[config.mk]
export PLATFORM = sky130hd
export DESIGN_NAME = casc_timer32
export DESIGN_NICKNAME = d
export VERILOG_FILES = /design/src/rtl/casc_pkg.sv /design/src/rtl/casc_sync.sv /design/src/rtl/casc_cap_in.sv /design/src/rtl/casc_quad_dec.sv /design/src/rtl/casc_chan_cnt.sv /design/src/rtl/casc_timer32.sv
export SDC_FILE = /design/constraint.sdc
export NUM_CORES = 1
export LEC_CHECK = 0
export ABC_CLOCK_PERIOD_IN_PS = 7900
export BUFFER_PORTS_ARGS = -buffer_cell sky130_fd_sc_hd__buf_2
export CAP_MARGIN = 20
export CORE_MARGIN = 10
export CORE_UTILIZATION = 35
export DETAILED_ROUTE_END_ITERATION = 12
export RECOVER_POWER = 25
export SYNTH_ARGS = -nofsm -noshare
export SYNTH_HDL_FRONTEND = slang
export SYNTH_SLANG_ARGS = --single-unit
[constraint.sdc]
create_clock -name clk -period 7.9 [get_ports clk]
set_clock_uncertainty 0.2 [all_clocks]
set_input_delay 0.395 -clock clk [delete_from_list [all_inputs] [get_ports clk]]
set_output_delay 0.395 -clock clk [all_outputs]
set_load 0.1 [all_outputs]
[src/rtl/casc_pkg.sv]
package casc_pkg;

    typedef enum logic [1:0] {
        PH00 = 2'b00,
        PH10 = 2'b10,
        PH11 = 2'b11,
        PH01 = 2'b01
    } qphase_t;

    typedef struct packed {
        logic [1:0] edge_b;
        logic [1:0] edge_a;
        logic       phase;
        logic [2:0] src;
    } chan_ctl_t;

    localparam int CTL_W = $bits(chan_ctl_t);
    localparam int XR_W  = 4;

    localparam logic [2:0] SRC_STOP  = 3'd0;
    localparam logic [2:0] SRC_ALL   = 3'd1;
    localparam logic [2:0] SRC_DIV4  = 3'd2;
    localparam logic [2:0] SRC_DIV16 = 3'd3;
    localparam logic [2:0] SRC_CASC  = 3'd7;

    localparam logic [3:0] A_LO_CTL  = 4'd0;
    localparam logic [3:0] A_HI_CTL  = 4'd1;
    localparam logic [3:0] A_LO_CNT  = 4'd2;
    localparam logic [3:0] A_HI_CNT  = 4'd3;
    localparam logic [3:0] A_LO_CPA  = 4'd4;
    localparam logic [3:0] A_LO_CPB  = 4'd5;
    localparam logic [3:0] A_HI_CPA  = 4'd6;
    localparam logic [3:0] A_HI_CPB  = 4'd7;
    localparam logic [3:0] A_XROUTE  = 4'd8;

    function automatic logic edge_hit(input logic [1:0] mode,
                                      input logic cur, input logic prev);
        logic hit;
        case (mode)
            2'b00:   hit = cur & ~prev;
            2'b01:   hit = ~cur & prev;
            default: hit = cur ^ prev;
        endcase
        return hit;
    endfunction

endpackage

[src/rtl/casc_sync.sv]
module casc_sync #(
    parameter int W      = 1,
    parameter int STAGES = 2
) (
    input  logic         clk,
    input  logic         rst_n,
    input  logic [W-1:0] din,
    output logic [W-1:0] dout
);
    logic [W-1:0] chain [STAGES];

    always_ff @(posedge clk) begin
        if (!rst_n) begin
            for (int i = 0; i < STAGES; i++) chain[i] <= '0;
        end else begin
            chain[0] <= din;
            for (int i = 1; i < STAGES; i++) chain[i] <= chain[i-1];
        end
    end

    assign dout = chain[STAGES-1];
endmodule

[src/rtl/casc_cap_in.sv]
module casc_cap_in #(
    parameter int STAGES = 2
) (
    input  logic clk,
    input  logic rst_n,
    input  logic pin,
    output logic cur,
    output logic prev
);
    logic s_out;

    casc_sync #(.W(1), .STAGES(STAGES)) u_sync (
        .clk  (clk),
        .rst_n(rst_n),
        .din  (pin),
        .dout (s_out)
    );

    always_ff @(posedge clk) begin
        if (!rst_n) prev <= 1'b0;
        else        prev <= s_out;
    end

    assign cur = s_out;
endmodule

[src/rtl/casc_quad_dec.sv]
module casc_quad_dec
    import casc_pkg::*;
#(
    parameter int STAGES = 2
) (
    input  logic clk,
    input  logic rst_n,
    input  logic qa,
    input  logic qb,
    output logic step_up,
    output logic step_dn
);
    logic [1:0] ab_s;
    qphase_t    ph_q;
    qphase_t    ph_d;

    casc_sync #(.W(2), .STAGES(STAGES)) u_sync (
        .clk  (clk),
        .rst_n(rst_n),
        .din  ({qa, qb}),
        .dout (ab_s)
    );

    assign ph_d = qphase_t'(ab_s);

    always_ff @(posedge clk) begin
        if (!rst_n) ph_q <= PH00;
        else        ph_q <= ph_d;
    end

    always_comb begin
        step_up = 1'b0;
        step_dn = 1'b0;
        unique case (ph_q)
            PH00: begin step_up = (ph_d == PH10); step_dn = (ph_d == PH01); end
            PH10: begin step_up = (ph_d == PH11); step_dn = (ph_d == PH00); end
            PH11: begin step_up = (ph_d == PH01); step_dn = (ph_d == PH10); end
            PH01: begin step_up = (ph_d == PH00); step_dn = (ph_d == PH11); end
        endcase
    end

    p_step_excl_r7: assert property (@(posedge clk) disable iff (!rst_n)
        $onehot0({step_up, step_dn}));

    p_jump_ignored_r7: assert property (@(posedge clk) disable iff (!rst_n)
        (ab_s == ~ph_q) |-> (!step_up && !step_dn));
endmodule

[src/rtl/casc_chan_cnt.sv]
module casc_chan_cnt #(
    parameter int W = 16
) (
    input  logic         clk,
    input  logic         rst_n,
    input  logic         wr,
    input  logic [W-1:0] wdata,
    input  logic         inc,
    input  logic         dec,
    output logic [W-1:0] cnt,
    output logic         wrap_up,
    output logic         wrap_dn
);
    localparam logic [W-1:0] MAXV = '1;

    assign wrap_up = inc & ~dec & ~wr & (cnt == MAXV);
    assign wrap_dn = dec & ~inc & ~wr & (cnt == '0);

    always_ff @(posedge clk) begin
        if (!rst_n)        cnt <= '0;
        else if (wr)       cnt <= wdata;
        else if (inc & ~dec) cnt <= cnt + 1'b1;
        else if (dec & ~inc) cnt <= cnt - 1'b1;
    end
endmodule

[src/rtl/casc_timer32.sv]
module casc_timer32
    import casc_pkg::*;
#(
    parameter int CNT_W       = 16,
    parameter int SYNC_STAGES = 2,
    parameter int PRE_W       = 4
) (
    input  logic               clk,
    input  logic               rst_n,
    input  logic               wr_en,
    input  logic [3:0]         wr_addr,
    input  logic [CNT_W-1:0]   wr_data,
    input  logic [3:0]         rd_addr,
    output logic [CNT_W-1:0]   rd_data,
    input  logic               lo_qa,
    input  logic               lo_qb,
    input  logic               hi_qa,
    input  logic               hi_qb,
    input  logic               lo_cap_a,
    input  logic               lo_cap_b,
    input  logic               hi_cap_a,
    input  logic               hi_cap_b,
    output logic [2*CNT_W-1:0] count32
);
    localparam int NPIN = 4;
    localparam int P_LA = 0;
    localparam int P_LB = 1;
    localparam int P_HA = 2;
    localparam int P_HB = 3;

    chan_ctl_t          lo_ctl, hi_ctl;
    logic [XR_W-1:0]    xroute;
    logic [PRE_W-1:0]   pre;
    logic [CNT_W-1:0]   lo_cnt, hi_cnt;
    logic [CNT_W-1:0]   lo_cpa, lo_cpb, hi_cpa, hi_cpb;
    logic               lo_wr, hi_wr;
    logic               lo_qup, lo_qdn, hi_qup, hi_qdn;
    logic               lo_inc, lo_dec, hi_inc, hi_dec;
    logic               lo_wrap_up, lo_wrap_dn, hi_wrap_up, hi_wrap_dn;
    logic               hi_casc;
    logic [NPIN-1:0]    pins, pin_cur, pin_prev;
    logic               ev_lo_a, ev_lo_b, ev_hi_a, ev_hi_b;

    function automatic logic src_tick(input logic [2:0] s, input logic [PRE_W-1:0] p);
        logic t;
        case (s)
            SRC_ALL:   t = 1'b1;
            SRC_DIV4:  t = &p[1:0];
            SRC_DIV16: t = &p;
            default:   t = 1'b0;
        endcase
        return t;
    endfunction

    // register writes
    assign lo_wr = wr_en && (wr_addr == A_LO_CNT);
    assign hi_wr = wr_en && (wr_addr == A_HI_CNT);

    always_ff @(posedge clk) begin
        if (!rst_n) begin
            lo_ctl <= '0;
            hi_ctl <= '0;
            xroute <= '0;
        end else if (wr_en) begin
            case (wr_addr)
                A_LO_CTL: lo_ctl <= chan_ctl_t'(wr_data[CTL_W-1:0]);
                A_HI_CTL: hi_ctl <= chan_ctl_t'(wr_data[CTL_W-1:0]);
                A_XROUTE: xroute <= wr_data[XR_W-1:0];
                default:  ;
            endcase
        end
    end

    always_ff @(posedge clk) begin
        if (!rst_n) pre <= '0;
        else        pre <= pre + 1'b1;
    end

    // quadrature decoders
    casc_quad_dec #(.STAGES(SYNC_STAGES)) u_qlo (
        .clk(clk), .rst_n(rst_n), .qa(lo_qa), .qb(lo_qb),
        .step_up(lo_qup), .step_dn(lo_qdn)
    );
    casc_quad_dec #(.STAGES(SYNC_STAGES)) u_qhi (
        .clk(clk), .rst_n(rst_n), .qa(hi_qa), .qb(hi_qb),
        .step_up(hi_qup), .step_dn(hi_qdn)
    );

    // count sources
    assign hi_casc = !hi_ctl.phase && (hi_ctl.src == SRC_CASC);

    always_comb begin
        lo_inc = lo_ctl.phase ? lo_qup : src_tick(lo_ctl.src, pre);
        lo_dec = lo_ctl.phase & lo_qdn;
        if (hi_ctl.phase) begin
            hi_inc = hi_qup;
            hi_dec = hi_qdn;
        end else if (hi_casc) begin
            hi_inc = lo_wrap_up;
            hi_dec = lo_wrap_dn;
        end else begin
            hi_inc = src_tick(hi_ctl.src, pre);
            hi_dec = 1'b0;
        end
    end

    casc_chan_cnt #(.W(CNT_W)) u_lo (
        .clk(clk), .rst_n(rst_n), .wr(lo_wr), .wdata(wr_data),
        .inc(lo_inc), .dec(lo_dec), .cnt(lo_cnt),
        .wrap_up(lo_wrap_up), .wrap_dn(lo_wrap_dn)
    );
    casc_chan_cnt #(.W(CNT_W)) u_hi (
        .clk(clk), .rst_n(rst_n), .wr(hi_wr), .wdata(wr_data),
        .inc(hi_inc), .dec(hi_dec), .cnt(hi_cnt),
        .wrap_up(hi_wrap_up), .wrap_dn(hi_wrap_dn)
    );

    assign count32 = {hi_cnt, lo_cnt};

    // capture pins
    assign pins = {hi_cap_b, hi_cap_a, lo_cap_b, lo_cap_a};

    for (genvar g = 0; g < NPIN; g++) begin : g_pin
        casc_cap_in #(.STAGES(SYNC_STAGES)) u_pin (
            .clk(clk), .rst_n(rst_n), .pin(pins[g]),
            .cur(pin_cur[g]), .prev(pin_prev[g])
        );
    end

    always_comb begin
        ev_lo_a = edge_hit(lo_ctl.edge_a, pin_cur[P_LA], pin_prev[P_LA])
                | (xroute[2] & edge_hit(lo_ctl.edge_a, pin_cur[P_HA], pin_prev[P_HA]));
        ev_lo_b = edge_hit(lo_ctl.edge_b, pin_cur[P_LB], pin_prev[P_LB])
                | (xroute[3] & edge_hit(lo_ctl.edge_b, pin_cur[P_HB], pin_prev[P_HB]));
        ev_hi_a = edge_hit(hi_ctl.edge_a, pin_cur[P_HA], pin_prev[P_HA])
                | (xroute[0] & edge_hit(hi_ctl.edge_a, pin_cur[P_LA], pin_prev[P_LA]));
        ev_hi_b = edge_hit(hi_ctl.edge_b, pin_cur[P_HB], pin_prev[P_HB])
                | (xroute[1] & edge_hit(hi_ctl.edge_b, pin_cur[P_LB], pin_prev[P_LB]));
    end

    always_ff @(posedge clk) begin
        if (!rst_n) begin
            lo_cpa <= '0;
            lo_cpb <= '0;
            hi_cpa <= '0;
            hi_cpb <= '0;
        end else begin
            if (ev_lo_a) lo_cpa <= lo_cnt;
            if (ev_lo_b) lo_cpb <= lo_cnt;
            if (ev_hi_a) hi_cpa <= hi_cnt;
            if (ev_hi_b) hi_cpb <= hi_cnt;
        end
    end

    // read port
    always_comb begin
        case (rd_addr)
            A_LO_CTL: rd_data = CNT_W'(lo_ctl);
            A_HI_CTL: rd_data = CNT_W'(hi_ctl);
            A_LO_CNT: rd_data = lo_cnt;
            A_HI_CNT: rd_data = hi_cnt;
            A_LO_CPA: rd_data = lo_cpa;
            A_LO_CPB: rd_data = lo_cpb;
            A_HI_CPA: rd_data = hi_cpa;
            A_HI_CPB: rd_data = hi_cpb;
            A_XROUTE: rd_data = CNT_W'(xroute);
            default:  rd_data = '0;
        endcase
    end

    // assertions
    p_reset_clear_r1: assert property (@(posedge clk)
        $rose(rst_n) |-> (count32 == '0 && xroute == '0));

    p_carry_up_r3: assert property (@(posedge clk) disable iff (!rst_n)
        (lo_wrap_up && hi_casc && !hi_wr) |=>
            (lo_cnt == '0 && hi_cnt == $past(hi_cnt) + 1'b1));

    p_carry_dn_r4: assert property (@(posedge clk) disable iff (!rst_n)
        (lo_wrap_dn && hi_casc && !hi_wr) |=>
            (lo_cnt == '1 && hi_cnt == $past(hi_cnt) - 1'b1));

    p_no_down_normal_r5: assert property (@(posedge clk) disable iff (!rst_n)
        (!lo_ctl.phase && !hi_ctl.phase && !hi_wr) |=>
            (hi_cnt == $past(hi_cnt) || hi_cnt == $past(hi_cnt) + 1'b1));

    p_hi_phase_own_r6: assert property (@(posedge clk) disable iff (!rst_n)
        (hi_ctl.phase && !hi_qup && !hi_qdn && !hi_wr) |=> $stable(hi_cnt));

    p_cap_load_r8: assert property (@(posedge clk) disable iff (!rst_n)
        ev_lo_a |=> (lo_cpa == $past(lo_cnt)));

    p_write_wins_r10: assert property (@(posedge clk) disable iff (!rst_n)
        lo_wr |=> (lo_cnt == $past(wr_data)));

    p_hi_write_wins_r10: assert property (@(posedge clk) disable iff (!rst_n)
        hi_wr |=> (hi_cnt == $past(wr_data)));
endmodule

==> impl_metrics.toml <==
[timing]
max_slew_margin = -1.66
slew_viol_final = 147
period_share = 0.605
fin_setup_tns_ns = 0
setup_violations = 0
holdWs_ns = 0.0760
rsz0062_at_grt = "no"
tightest_slew_ns = 3.99
clock.fmax_ghz = 0.209
min_period_ns = 4.78
hold_viol = 0

[pwr]
leakage_nw = 4.08
irDropWorstVdd_uv = 172
p_per_area_nw_per_um2 = 209

[setup_path]
slowest_stage = "clkbuf_1"
cp-end-kind = "register"
worstPathCellList = "buf_2, clkbuf_1, clkinv_1, clkbuf_1, nor3_1"
critPathBufInv = 4
arrival_ns = 4.71
path_class = "in2reg"
cpPeakStageDelay_ns = 2.82
r2r_slack_ns = 3.59
required_ns = 7.83
crit_top_cell = "clkbuf_1"
critical_path.startpoint_type = "primary input"
path_delay_family = "buffers and inverters"
cp_max_fo = 83

[routing]
drtPass1Iterations = 5
drtIter0Drc = 662
vias_per_cell = 5.45
wirelength_um = 25000
antenna_left = 0
wl_per_cell_um = 19.2
drcViolationCount = 0
via_count = 7094

[placement]
gp_congestion = 0.865
hpwlAfterDp_um = 17800
numPortBuffers = 82

[logic_synthesis]
synth_most_common_cell = "dfxtp_1"
synth_xor_area_frac = 0.0316
synth_common_cells = "144 x dfxtp_1, 116 x nor2_1, 89 x mux2i_1"
synthAdderAreaFrac = 0.0661
yosysTopAreaCell = "dfxtp_1"
synth_enable_flop_cells = 0
synth.area.top_cells = "dfxtp_1 36%, mux2i_1 11%, ha_1 6.1%"
synth_top_family_by_area = "simple AND/OR/NAND/NOR gates"
postSynthAreaPerCell_um2 = 8.58
muxShareOfSynthArea = 0.114
synth_top_cell_area_share = 0.361
yosys_warnings = 0
synth_nets = 1007
synth-compound-area-share = 0.187
synth-main-ff-cell = "dfxtp_1"
synth_cell_types = 72
synthSimpleGateAreaFrac = 0.201
async_flop_share = 0
ys_seq_area_frac = 0.361
ys_ff_latch = 144
netlist_instances = 931
netlist_area_um2 = 7990

[grt]
gr-total-overflow = 0
grt_max_degree = 84
grt_pass1_vias = 6852
grt_pass1_wl_um = 38900
antenna_found_initial = 1
globalRouteTotalUtil = 0.170

[clock_network]
cts_buffer_depth = 2
cts.sink_count = 144
htreeDepth = 4
numCtsBuffers = 17
cts_resized = 0
cts_tree = "yes"
clk_latency_ns = 0.43
root_buffer = "clkbuf_16"
clkSlewWorstSetupHoldPaths_ns = 0.06

[layout]
seq_area_um2 = 2880
multiInputGateArea_um2 = 4800
drive_gt1_frac = 0.139
nets = 1078
nFillCells = 2245
areaGrowthSynthToFinish_pct = 16.7

[status]
status = "finished, violations left"
violations = "max-capacitance violations, max-slew violations"

[floorplanning]
initial_core_util = 0.354
die_w_um = 171
io-pin-count = 83
die_y_um = 171
core_um2 = 22600
fp-row-count = 55
die_area_um2 = 29300

[worst_hold_path]
worstHoldPathType = "in2reg"

[job]
cap_violations = 2
-- area by class of cell --
cell class	instances	share of cell area
multi-input cells	713	0.515
flip-flops and latches	144	0.309
repair buffers	102	0.0612
clock buffers	19	0.0464
well taps	285	0.0382
clock inverters	13	0.0200
inverters	24	0.00966
diodes	1	0.000268
-- power breakdown --
part | switching (mW) | total, mW | internal, mW
combinational | 0.216 | 0.327 | 0.111
clock | 0.322 | 0.851 | 0.529
sequential | 0.0247 | 0.769 | 0.744
-- metrics by stage --
step	instance area (um2)	setup slack (ns)	power, mW	std cells	utilization
after global routing	9320	2.56	2.02	1300	0.413
after floorplan	7990	3.38	1.02	931	-
after global placement	8630	3.66	1.10	1260	0.382
final	9320	3.12	1.95	1301	0.413
after CTS	9330	3.55	1.96	1300	0.413
after detailed placement	8630	3.58	1.11	1260	0.382
-- flip-flops by register name (all words and copies together), names as in the netlist, 8 cells and up --
| register | cells |
|---|---|
| hi_cpa | 16 |
| hi_cpb | 16 |
| lo_cpa | 16 |
| lo_cpb | 16 |
| u_hi.cnt | 16 |
| u_lo.cnt | 16 |
| g_pin.u_pin.u_sync.chain | 8 |
| hi_ctl | 8 |
| lo_ctl | 8 |
-- cells in the final DEF, fill, tap and decap left out, types with 9 or more instances in the layout --
| master | instances |
|---|---|
| nand2_1 | 63 |
| nor2_1 | 116 |
| buf_4 | 10 |
| and2_1 | 16 |
| nor2b_1 | 28 |
| nor3_1 | 25 |
| a211oi_1 | 12 |
| inv_1 | 23 |
| o21ai_0 | 41 |
| clkbuf_16 | 17 |
| xor2_1 | 12 |
| and2_0 | 9 |
| nand3_1 | 33 |
| xnor2_1 | 15 |
| mux2i_1 | 89 |
| a21oi_1 | 53 |
| a22oi_1 | 35 |
| dfxtp_1 | 144 |
| ha_1 | 39 |
| buf_2 | 80 |
-- cells by family after synthesis --
kind of cell,Yosys count
multiplexers,91
AO/OA/AOI/OAI,220
buffers and inverters,74
AND/OR/NAND/NOR,333
XOR/XNOR,28
flip-flops,144
adder cells (fa/ha/maj),41
-- worst paths after layout --
check	start	end	cells after the start
hold / removal	wr_data[9]	u_lo.cnt[9]	3
setup / recovery	rst_n	u_hi.cnt[4]	5
hold reg to reg	u_qhi.u_sync.chain[0][0]	u_qhi.u_sync.chain[0][2]	1
setup reg to reg	u_lo.cnt[2]	u_hi.cnt[15]	14
-- worst register-to-register path: cells and delay by family, from the launching register on --
kind / cells / cell delay, ns
compound gates: 8 / 1.56
buf+inv: 1 / 0.29
simple gates: 2 / 0.74
xor+xnor: 1 / 0.16
mux: 1 / 0.24
fa+ha+maj: 1 / 0.44
flops: 1 / 0.55
-- repair_timing --
action,4_1_cts,5_1_grt
endpoints found under the hold margin,8,0
buffers inserted,0,0
hold buffers,8,0
-- routing by layer --
metal	routed length, um	GRT usage	part of all wire
met1	11400	0.218	0.46
met2	11500	0.271	0.46
met3	1570	0.0463	0.063
met4	483	0.0533	0.019
met5	0	0	0
Power figures use the tool's default switching activity.
